## config.mk

```make
export PLATFORM = sky130hd
export DESIGN_NAME = serial_rx_core
export DESIGN_NICKNAME = d
export VERILOG_FILES = /design/src/rtl/serial_rx_pkg.sv /design/src/rtl/rx_sync.sv /design/src/rtl/rx_framer.sv /design/src/rtl/rx_fifo.sv /design/src/rtl/serial_rx_core.sv
export SDC_FILE = /design/constraint.sdc
export NUM_CORES = 1
export LEC_CHECK = 0
export ABC_AREA = 1
export CAP_MARGIN = 20
export CORE_UTILIZATION = 30
export DETAILED_ROUTE_END_ITERATION = 10
export DONT_BUFFER_PORTS = 1
export PLACE_DENSITY = 0.51
export SETUP_SLACK_MARGIN = 0.02
export SLEW_MARGIN = 25
export SYNTH_ARGS = -nofsm -noshare
export SYNTH_HDL_FRONTEND = slang
export SYNTH_HIERARCHICAL = 1
export SYNTH_SLANG_ARGS = --single-unit
```

## constraint.sdc

```tcl
create_clock -name clk -period 3.35 [get_ports clk]
set_clock_uncertainty 0.2 [all_clocks]
set_input_delay 0.1675 -clock clk [delete_from_list [all_inputs] [get_ports clk]]
set_output_delay 0.1675 -clock clk [all_outputs]
set_load 0.02 [all_outputs]
```

## src/rtl/serial_rx_pkg.sv

```systemverilog
package serial_rx_pkg;

   typedef struct packed {
      logic       brk;
      logic       ferr;
      logic       perr;
      logic [7:0] data;
   } rx_entry_t;

   localparam int ENTRY_W = $bits(rx_entry_t);

   typedef enum logic [2:0] {
      ST_IDLE,
      ST_START,
      ST_DATA,
      ST_PAR,
      ST_STOP,
      ST_WAIT_HI
   } rx_state_t;

   localparam logic [1:0] PAR_EVEN  = 2'd0;
   localparam logic [1:0] PAR_ODD   = 2'd1;
   localparam logic [1:0] PAR_ONE   = 2'd2;
   localparam logic [1:0] PAR_ZERO  = 2'd3;

endpackage

```

## src/rtl/rx_sync.sv

```systemverilog
module rx_sync #(
   parameter int STAGES = 2
) (
   input  logic clk,
   input  logic rst_n,
   input  logic d,
   output logic q
);
   generate
      if (STAGES < 2) begin : g_bad
         $error("rx_sync needs at least two stages");
      end
   endgenerate

   logic [STAGES-1:0] chain;

   always_ff @(posedge clk or negedge rst_n) begin
      if (!rst_n) chain <= '1;
      else        chain <= {chain[STAGES-2:0], d};
   end

   assign q = chain[STAGES-1];
endmodule

```

## src/rtl/rx_framer.sv

```systemverilog
module rx_framer
   import serial_rx_pkg::*;
#(
   parameter int OVS = 16
) (
   input  logic      clk,
   input  logic      rst_n,
   input  logic      tick,
   input  logic      rxd,
   input  logic [1:0] cfg_len,
   input  logic      cfg_par_en,
   input  logic [1:0] cfg_par_mode,
   output logic      push,
   output rx_entry_t push_word
);
   localparam int CW = $clog2(OVS);
   localparam logic [CW-1:0] CNT_HALF = CW'(OVS / 2 - 1);
   localparam logic [CW-1:0] CNT_FULL = CW'(OVS - 1);

   rx_state_t  state;
   logic [CW-1:0] cnt;
   logic [2:0] bitn;
   logic [7:0] shreg;
   logic       parbit;
   logic [2:0] last_bit;
   logic       par_exp;
   logic       brk_c;
   logic       perr_c;

   assign last_bit = {1'b0, cfg_len} + 3'd4;

   always_comb begin
      unique case (cfg_par_mode)
         PAR_EVEN: par_exp = ^shreg;
         PAR_ODD:  par_exp = ~(^shreg);
         PAR_ONE:  par_exp = 1'b1;
         default:  par_exp = 1'b0;
      endcase
      brk_c  = (shreg == 8'd0) && !rxd && (!cfg_par_en || !parbit);
      perr_c = cfg_par_en && (parbit != par_exp) && !brk_c;
   end

   always_ff @(posedge clk or negedge rst_n) begin
      if (!rst_n) begin
         state     <= ST_IDLE;
         cnt       <= '0;
         bitn      <= '0;
         shreg     <= '0;
         parbit    <= 1'b0;
         push      <= 1'b0;
         push_word <= '0;
      end else begin
         push <= 1'b0;
         unique case (state)
            ST_IDLE: begin
               if (tick && !rxd) begin
                  state <= ST_START;
                  cnt   <= '0;
               end
            end
            ST_START: begin
               if (tick) begin
                  if (cnt == CNT_HALF) begin
                     cnt   <= '0;
                     bitn  <= '0;
                     shreg <= '0;
                     state <= rxd ? ST_IDLE : ST_DATA;
                  end else begin
                     cnt <= cnt + 1'b1;
                  end
               end
            end
            ST_DATA: begin
               if (tick) begin
                  if (cnt == CNT_FULL) begin
                     cnt         <= '0;
                     shreg[bitn] <= rxd;
                     if (bitn == last_bit) state <= cfg_par_en ? ST_PAR : ST_STOP;
                     else                  bitn  <= bitn + 1'b1;
                  end else begin
                     cnt <= cnt + 1'b1;
                  end
               end
            end
            ST_PAR: begin
               if (tick) begin
                  if (cnt == CNT_FULL) begin
                     cnt    <= '0;
                     parbit <= rxd;
                     state  <= ST_STOP;
                  end else begin
                     cnt <= cnt + 1'b1;
                  end
               end
            end
            ST_STOP: begin
               if (tick) begin
                  if (cnt == CNT_FULL) begin
                     cnt            <= '0;
                     push           <= 1'b1;
                     push_word.data <= brk_c ? 8'd0 : shreg;
                     push_word.brk  <= brk_c;
                     push_word.ferr <= !rxd;
                     push_word.perr <= perr_c;
                     parbit         <= 1'b0;
                     state          <= brk_c ? ST_WAIT_HI : ST_IDLE;
                  end else begin
                     cnt <= cnt + 1'b1;
                  end
               end
            end
            default: begin
               if (rxd) state <= ST_IDLE;
            end
         endcase
      end
   end
endmodule

```

## src/rtl/rx_fifo.sv

```systemverilog
module rx_fifo #(
   parameter int W     = 11,
   parameter int DEPTH = 16,
   localparam int AW   = $clog2(DEPTH)
) (
   input  logic         clk,
   input  logic         rst_n,
   input  logic         wr,
   input  logic [W-1:0] wdata,
   input  logic         rd,
   output logic [W-1:0] rdata,
   output logic [AW:0]  level,
   output logic         full,
   output logic         empty
);
   generate
      if (DEPTH < 2 || (1 << AW) != DEPTH) begin : g_bad
         $error("rx_fifo DEPTH must be a power of two, at least 2");
      end
   endgenerate

   logic [W-1:0] mem [DEPTH];
   logic [AW:0]  wptr, rptr;
   logic         wr_ok, rd_ok;

   assign level = wptr - rptr;
   assign full  = (level == (AW+1)'(DEPTH));
   assign empty = (level == '0);
   assign wr_ok = wr && !full;
   assign rd_ok = rd && !empty;
   assign rdata = mem[rptr[AW-1:0]];

   always_ff @(posedge clk) begin
      if (wr_ok) mem[wptr[AW-1:0]] <= wdata;
   end

   always_ff @(posedge clk or negedge rst_n) begin
      if (!rst_n) begin
         wptr <= '0;
         rptr <= '0;
      end else begin
         if (wr_ok) wptr <= wptr + 1'b1;
         if (rd_ok) rptr <= rptr + 1'b1;
      end
   end
endmodule

```

## src/rtl/serial_rx_core.sv

```systemverilog
module serial_rx_core
   import serial_rx_pkg::*;
#(
   parameter int DEPTH       = 16,
   parameter int OVS         = 16,
   parameter int SYNC_STAGES = 2,
   localparam int LW         = $clog2(DEPTH) + 1
) (
   input  logic          clk,
   input  logic          rst_n,
   input  logic          tick16,
   input  logic          rxd,
   input  logic [1:0]    cfg_len,
   input  logic          cfg_par_en,
   input  logic [1:0]    cfg_par_mode,
   input  logic          pop,
   output logic [7:0]    rd_data,
   output logic          rd_perr,
   output logic          rd_ferr,
   output logic          rd_brk,
   output logic          rd_valid,
   output logic [LW-1:0] level,
   output logic          overrun
);
   generate
      if (OVS < 4 || (OVS % 2) != 0) begin : g_bad_ovs
         $error("OVS must be even and at least 4");
      end
   endgenerate

   logic      rxd_s;
   logic      rx_push;
   rx_entry_t rx_word;
   rx_entry_t head;
   logic      q_full, q_empty;

   rx_sync #(.STAGES(SYNC_STAGES)) u_sync (
      .clk(clk), .rst_n(rst_n), .d(rxd), .q(rxd_s)
   );

   rx_framer #(.OVS(OVS)) u_framer (
      .clk(clk), .rst_n(rst_n), .tick(tick16), .rxd(rxd_s),
      .cfg_len(cfg_len), .cfg_par_en(cfg_par_en), .cfg_par_mode(cfg_par_mode),
      .push(rx_push), .push_word(rx_word)
   );

   rx_fifo #(.W(ENTRY_W), .DEPTH(DEPTH)) u_fifo (
      .clk(clk), .rst_n(rst_n), .wr(rx_push), .wdata(rx_word),
      .rd(pop), .rdata(head), .level(level), .full(q_full), .empty(q_empty)
   );

   always_ff @(posedge clk or negedge rst_n) begin
      if (!rst_n) overrun <= 1'b0;
      else        overrun <= rx_push && q_full;
   end

   assign rd_data  = head.data;
   assign rd_perr  = head.perr;
   assign rd_ferr  = head.ferr;
   assign rd_brk   = head.brk;
   assign rd_valid = !q_empty;
endmodule

```

==> flow_summary.ini, run 1 <==
[yosys]
synthesis.yosys.warnings = 6
synthSimpleGateAreaFrac = 0.185
postSynth.asyncResetShare = 0.200
post-synth-top-area-cell = edfxtp_1
yosys.area.top_type_share = 0.538
seq_area_frac_synth = 0.651
synth_xor_area_frac = 0.00714
mappedNetlistArea_um2 = 9820
synth_enable_flop_cells = 176
cells_after_synth = 923
largest_cells_by_area_after_synthesis = edfxtp_1, dfrtp_1, nand2_1, o21ai_0, nor2_1
postSynth.topFlopCell = edfxtp_1
largest_family_of_logic_cells_by_synthesized_area = simple AND/OR/NAND/NOR gates
synthDistinctLibCells = 35
synth-adder-area-share = 0.0212
syn_avg_cell_area_um2 = 10.6
syn_nets = 949
synth_mux_area_frac = 0
ys_seq_elements = 220
synth_compound_gate_area_share = 0.0924

[cts]
post_cts_buffers = 0
cts_inserted_buffers = 25
cts_sinks = 220
worst_skew_pair.late_latency_ps = 520
clockBufferDepth = 3
tritoncts_clock_tree = yes
clock-root-buffer = clkbuf_16
clkTransAtPathRegs_ps = 60
deepest_level_of_the_cts_h_tree = 1

[drt]
wirelength_um = 25200
dr_total_vias = 6644
detailedRoute.firstPassIterationCount = 4
detail_route.iter0.violations = 608
drc_errors = 0
wire_per_inst_um = 18.1
postRouteAntennaNets = 0
viasPerCell = 4.77

[final_layout]
sequential_area_um2 = 6390
area_growth_pct = 16.6
filler_cell_count = 3278
fin_nets = 965
postLayoutCoreUtil = 0.359
antennaDiodeCount = 0
postLayoutCellArea_um2 = 11400
highest_count_cells_in_the_layout_ignoring_fill_and_taps = edfxtp_1, nand2_1, nor2_1
multi_input_combinational_cell_area_um2 = 3010
layout_cell_share_with_drive_strength_beyond_1 = 0.113
mostFrequentLayoutCell = edfxtp_1

[sta]
min_period_over_period = 0.946
maximum_achievable_frequency_mhz = 315
max_slew.worst_pin.slew_ps = 1060
finalSetupViolations = 0
fin_tns_setup_ps = 0
slew_violations = 0
slew_headroom = 0.290
hold_viol = 0
final_hold_slack_ps = 40.7
final.min_clock_period_ps = 3170
grt_setup_unrepaired = false

[setup_path]
cp.arrival_ps = 3110
crit_path_start_kind = flip-flop
worst_path_max_stage_delay_ps = 670
critPathSlowestCell = nor2_1
worst-path-max-fanout = 11
cell_family_with_most_cp_delay = simple AND/OR/NAND/NOR gates
crit_chain = inv_1 -> ha_1 -> inv_1 -> fa_1 -> xor2_1 -> nor2_2 -> nand3_4 -> nand2_1 -> buf_4 -> nor2_1
path_buf_inv = 3
cp.required_ps = 3290
setup.reg_to_reg.worst_slack_ps = 180
crit_path_frequent_cell = inv_1
endpoint_kind = flip-flop
critical_path_class = reg2reg

[floorplan]
die_area_um2 = 33500
num_io_pins = 28
dieHeight_um = 183
std_cell_rows = 65
die_w_um = 183
placeableCoreArea_um2 = 31900
floorplan.initialDensity = 0.308

[grt]
gr-usage-all-layers = 0.152
grtUsageMet1 = 0.216
first_pass_grt_wire_length_um = 38500
globalRoute.busiestLayer = met2
grt.overflow.total = 0
maximum_number_of_pins_on_one_net_before_global_route_repair = 93
grt.met3_usage = 0.0214
globalRouteMet2Util = 0.243
grt_antenna_before_repair = 0
first_global_vias = 6450

[placed_design]
place_area_um2 = 10300
post-dp-hpwl_um = 15700
port-buffer-count = 0
gpl.final_weighted_congestion = 0.770

[outcome]
status = complete, no violations

[run]
max-cap-violations = 0

[power]
power.leakage_uw = 0.00451
worst_ir_drop_vdd_v = 0.000345
p_per_area_nw_per_um2 = 585

[hold_path]
worst_hold_path_type = in2async
[area by class of cell]
class                   instances  share of cell area
clock inverters                19              0.0276
well taps                     435              0.0476
clock buffers                  27              0.0562
repair buffers                 28              0.0258
flip-flops and latches        220               0.558
inverters                      66              0.0216
multi-input cells             598               0.263
[per-layer routing]
| layer | share of wire | vias to the layer above |
|---|---|---|
| li1 | - | 3235 |
| met1 | 0.48 | 3232 |
| met2 | 0.46 | 142 |
| met3 | 0.041 | 35 |
| met4 | 0.021 | 0 |
| met5 | 0 | - |
[repair_timing]
action / CTS / global route
resized for setup: 1 / 2
hold buffers: 12 / 0
hold endpoints to repair: 80 / 0
pin swaps: 0 / 0
setup endpoints to repair: 9 / 18
[logic make-up after synthesis]
group           Yosys count
fa+ha+maj                16
buf+inv                 105
xor+xnor                  8
flops                   220
compound gates          159
simple gates            415
[synthesized netlist by cell type (13+ instances only)]
cell type  number
buf_2          15
clkbuf_1       18
dfrtp_1        42
edfxtp_1      176
ha_1           15
inv_1          62
nand2_1       169
nand3_1        67
nand4_1        13
nor2_1        133
nor2_2         16
o211ai_1       24
o21ai_0       101
o22ai_1        22
[sequential cells by signal, summed over array words and instances, names as in the netlist, 3 cells and up]
register,count
u_framer/bitn,3
u_framer/shreg,8
u_framer/push_word,11
u_framer/cnt,4
u_fifo/wptr,5
u_fifo/rptr,5
u_fifo/mem,176
u_framer/state,3
[final timing paths]
path                       depth (start not counted)                          to                        from
min reg2reg                                        0   u_sync/chain[1]$_DFF_PN1_   u_sync/chain[0]$_DFF_PN1_
max in group asynchronous                          3  u_fifo/rptr[1]$_DFFE_PN0P_                       rst_n
max                                               10  u_fifo/mem[7][6]$_DFFE_PP_  u_fifo/wptr[0]$_DFFE_PN0P_
min in group clk                                   0   u_sync/chain[1]$_DFF_PN1_   u_sync/chain[0]$_DFF_PN1_
max reg2reg                                       10  u_fifo/mem[7][6]$_DFFE_PP_  u_fifo/wptr[0]$_DFFE_PN0P_
min                                                2   u_sync/chain[0]$_DFF_PN1_                       rst_n
[where the power goes]
part / internal [uW] / switching (uW)
combinational: 177 / 369
sequential: 2950 / 58.1
clock: 2010 / 1130
[through the flow]
step / total power (uW) / std cells / setup slack, ps
after floorplan: 3470 / 923 / 306
after global placement: 3570 / 1335 / 140
after detailed placement: 3570 / 1335 / 94.9
after CTS: 6750 / 1393 / 78.8
after global routing: 6920 / 1393 / 39.1
final: 6700 / 1393 / 180
(Power assumes the default switching activity.)
==> run 2: changes to the inputs <==
--- a/config.mk
+++ b/config.mk
@@ -7,10 +7,10 @@
 export LEC_CHECK = 0
 export ABC_AREA = 1
 export CAP_MARGIN = 20
-export CORE_UTILIZATION = 30
+export CORE_UTILIZATION = 55
 export DETAILED_ROUTE_END_ITERATION = 10
 export DONT_BUFFER_PORTS = 1
-export PLACE_DENSITY = 0.51
+export PLACE_DENSITY = 0.77
 export SETUP_SLACK_MARGIN = 0.02
 export SLEW_MARGIN = 25
 export SYNTH_ARGS = -nofsm -noshare
==> run 2 against run 1 <==
  * Die area shrank 45%
  * Worst setup slack gained 24 ps
  * Register-to-register slack gained 20 ps
  * Cell count shrank 16%
  * Largest power group is now registers
==> flow_summary.ini, run 2 (same netlist as run 1, synthesis figures left out) <==
[outcome]
status = complete, no violations

[drt]
wire_per_inst_um = 19.6
viasPerCell = 5.83
detail_route.iter0.violations = 842
wirelength_um = 23000
postRouteAntennaNets = 0
drc_errors = 0
detailedRoute.firstPassIterationCount = 5
dr_total_vias = 6861

[final_layout]
antennaDiodeCount = 0
layout_cell_share_with_drive_strength_beyond_1 = 0.0873
postLayoutCoreUtil = 0.625
area_growth_pct = 10.5
post_layout_nonfiller_instances = 1176
filler_cell_count = 1352
fin_nets = 961
highest_count_cells_in_the_layout_ignoring_fill_and_taps = edfxtp_1, nand2_1, nor2_1
sequential_area_um2 = 6390
multi_input_combinational_cell_area_um2 = 3000
largest_register_ff_count = 176
mostFrequentLayoutCell = edfxtp_1

[setup_path]
cp.arrival_ps = 3090
critical_path_class = reg2reg
worst-path-max-fanout = 11
ff2ff_path_depth = 11
setup.reg_to_reg.worst_slack_ps = 200
reg2reg_from = u_fifo/wptr[0]$_DFFE_PN0P_
crit_path_start_kind = flip-flop
cp.required_ps = 3290
critical_path.startpoint = u_fifo/wptr[0]$_DFFE_PN0P_
rr_endpoint = u_fifo/mem[11][10]$_DFFE_PP_
timing.critical_path.to = u_fifo/mem[11][10]$_DFFE_PP_
endpoint_kind = flip-flop

[sta]
grt_setup_unrepaired = false
slew_violations = 0
maximum_achievable_frequency_mhz = 318
min_period_over_period = 0.939
slew_headroom = 0.393
fin_tns_setup_ps = 0
final_hold_slack_ps = 154
hold_viol = 0
final.min_clock_period_ps = 3150
max_slew.worst_pin.slew_ps = 908
layout_setup_ws_ps = 205
finalSetupViolations = 0

[grt]
grt_antenna_before_repair = 0
grt.overflow.total = 0
first_pass_grt_wire_length_um = 35400
gr-usage-all-layers = 0.259
maximum_number_of_pins_on_one_net_before_global_route_repair = 92
first_global_vias = 6554

[cts]
worst_skew_pair.late_latency_ps = 520
clock-root-buffer = clkbuf_16
tritoncts_clock_tree = yes
deepest_level_of_the_cts_h_tree = 1
cts_sinks = 220
post_cts_buffers = 0
post_cts.resized_instances = 0
cts_inserted_buffers = 23
clkTransAtPathRegs_ps = 60
clockBufferDepth = 3

[run]
max-cap-violations = 0

[placed_design]
place_worst_setup_slack_ps = 246
post-place-cells = 1121
gpl.final_weighted_congestion = 0.863
port-buffer-count = 0
post-dp-hpwl_um = 14800

[floorplan]
die_area_um2 = 18400
floorplan.initialDensity = 0.566
die_w_um = 136
std_cell_rows = 48
dieHeight_um = 136
num_io_pins = 28
placeableCoreArea_um2 = 17400

[hold_path]
worst_hold_path_type = reg2reg

[power]
p_per_area_nw_per_um2 = 536
power.leakage_uw = 0.00436
worst_ir_drop_vdd_v = 0.000472
-- run 2: final cells by class --
type / count / share of cell area
clock buffers: 29 / 0.0551
clock inverters: 12 / 0.00635
inverters: 66 / 0.0228
multi-input cells: 598 / 0.276
flip-flops and latches: 220 / 0.589
well taps: 225 / 0.0260
repair buffers: 26 / 0.0240
-- run 2: timing repair --
action                                 CTS  global route
setup endpoints to repair                0             0
endpoints found under the hold margin   80             1
hold buffers                            13             1
-- run 2: worst max-delay path, cell delays in order (launching register included) --
cell,delay [ps]
dfrtp_1,440
inv_1,160
ha_1,160
inv_1,50
fa_1,400
nand3_1,130
nand2_1,80
nand2_1,80
nand2_2,70
nand3_4,130
nand2_1,150
nor2_1,720
-- run 2: worst min path at each step --
stage,from,cells past startpoint,to,slack (ps)
global placement,rst_n,0,u_framer/shreg[1]$_DFFE_PN0P_,-320
global route,u_sync/chain[0]$_DFF_PN1_,0,u_sync/chain[1]$_DFF_PN1_,160
finish,u_sync/chain[0]$_DFF_PN1_,0,u_sync/chain[1]$_DFF_PN1_,150
floorplan,rst_n,0,overrun$_DFF_PN0_,-330
detailed placement,rst_n,0,u_framer/shreg[1]$_DFFE_PN0P_,-320
CTS,rxd,1,u_sync/chain[0]$_DFF_PN1_,6
-- run 2: power by group --
part,switching [uW],total [uW],internal (uW),leakage [uW]
Combinational,368,545,177,0.00168
Clock,992,2260,1270,0.000323
Sequential,57.0,3010,2950,0.00236
-- run 2: per-layer routing --
metal	global-route usage	part of all wire	up-vias
met4	0.0911	0.032	0
met2	0.435	0.49	299
met5	0	0	-
met1	0.334	0.39	3278
li1	-	-	3223
met3	0.0524	0.084	61
-- run 2: per-stage QoR --
step	instance area (um2)	power, uW
floorplan	9820	3470
global placement	10000	3550
detailed placement	10000	3570
CTS	10800	5840
global route	10800	6040
finish	10800	5820
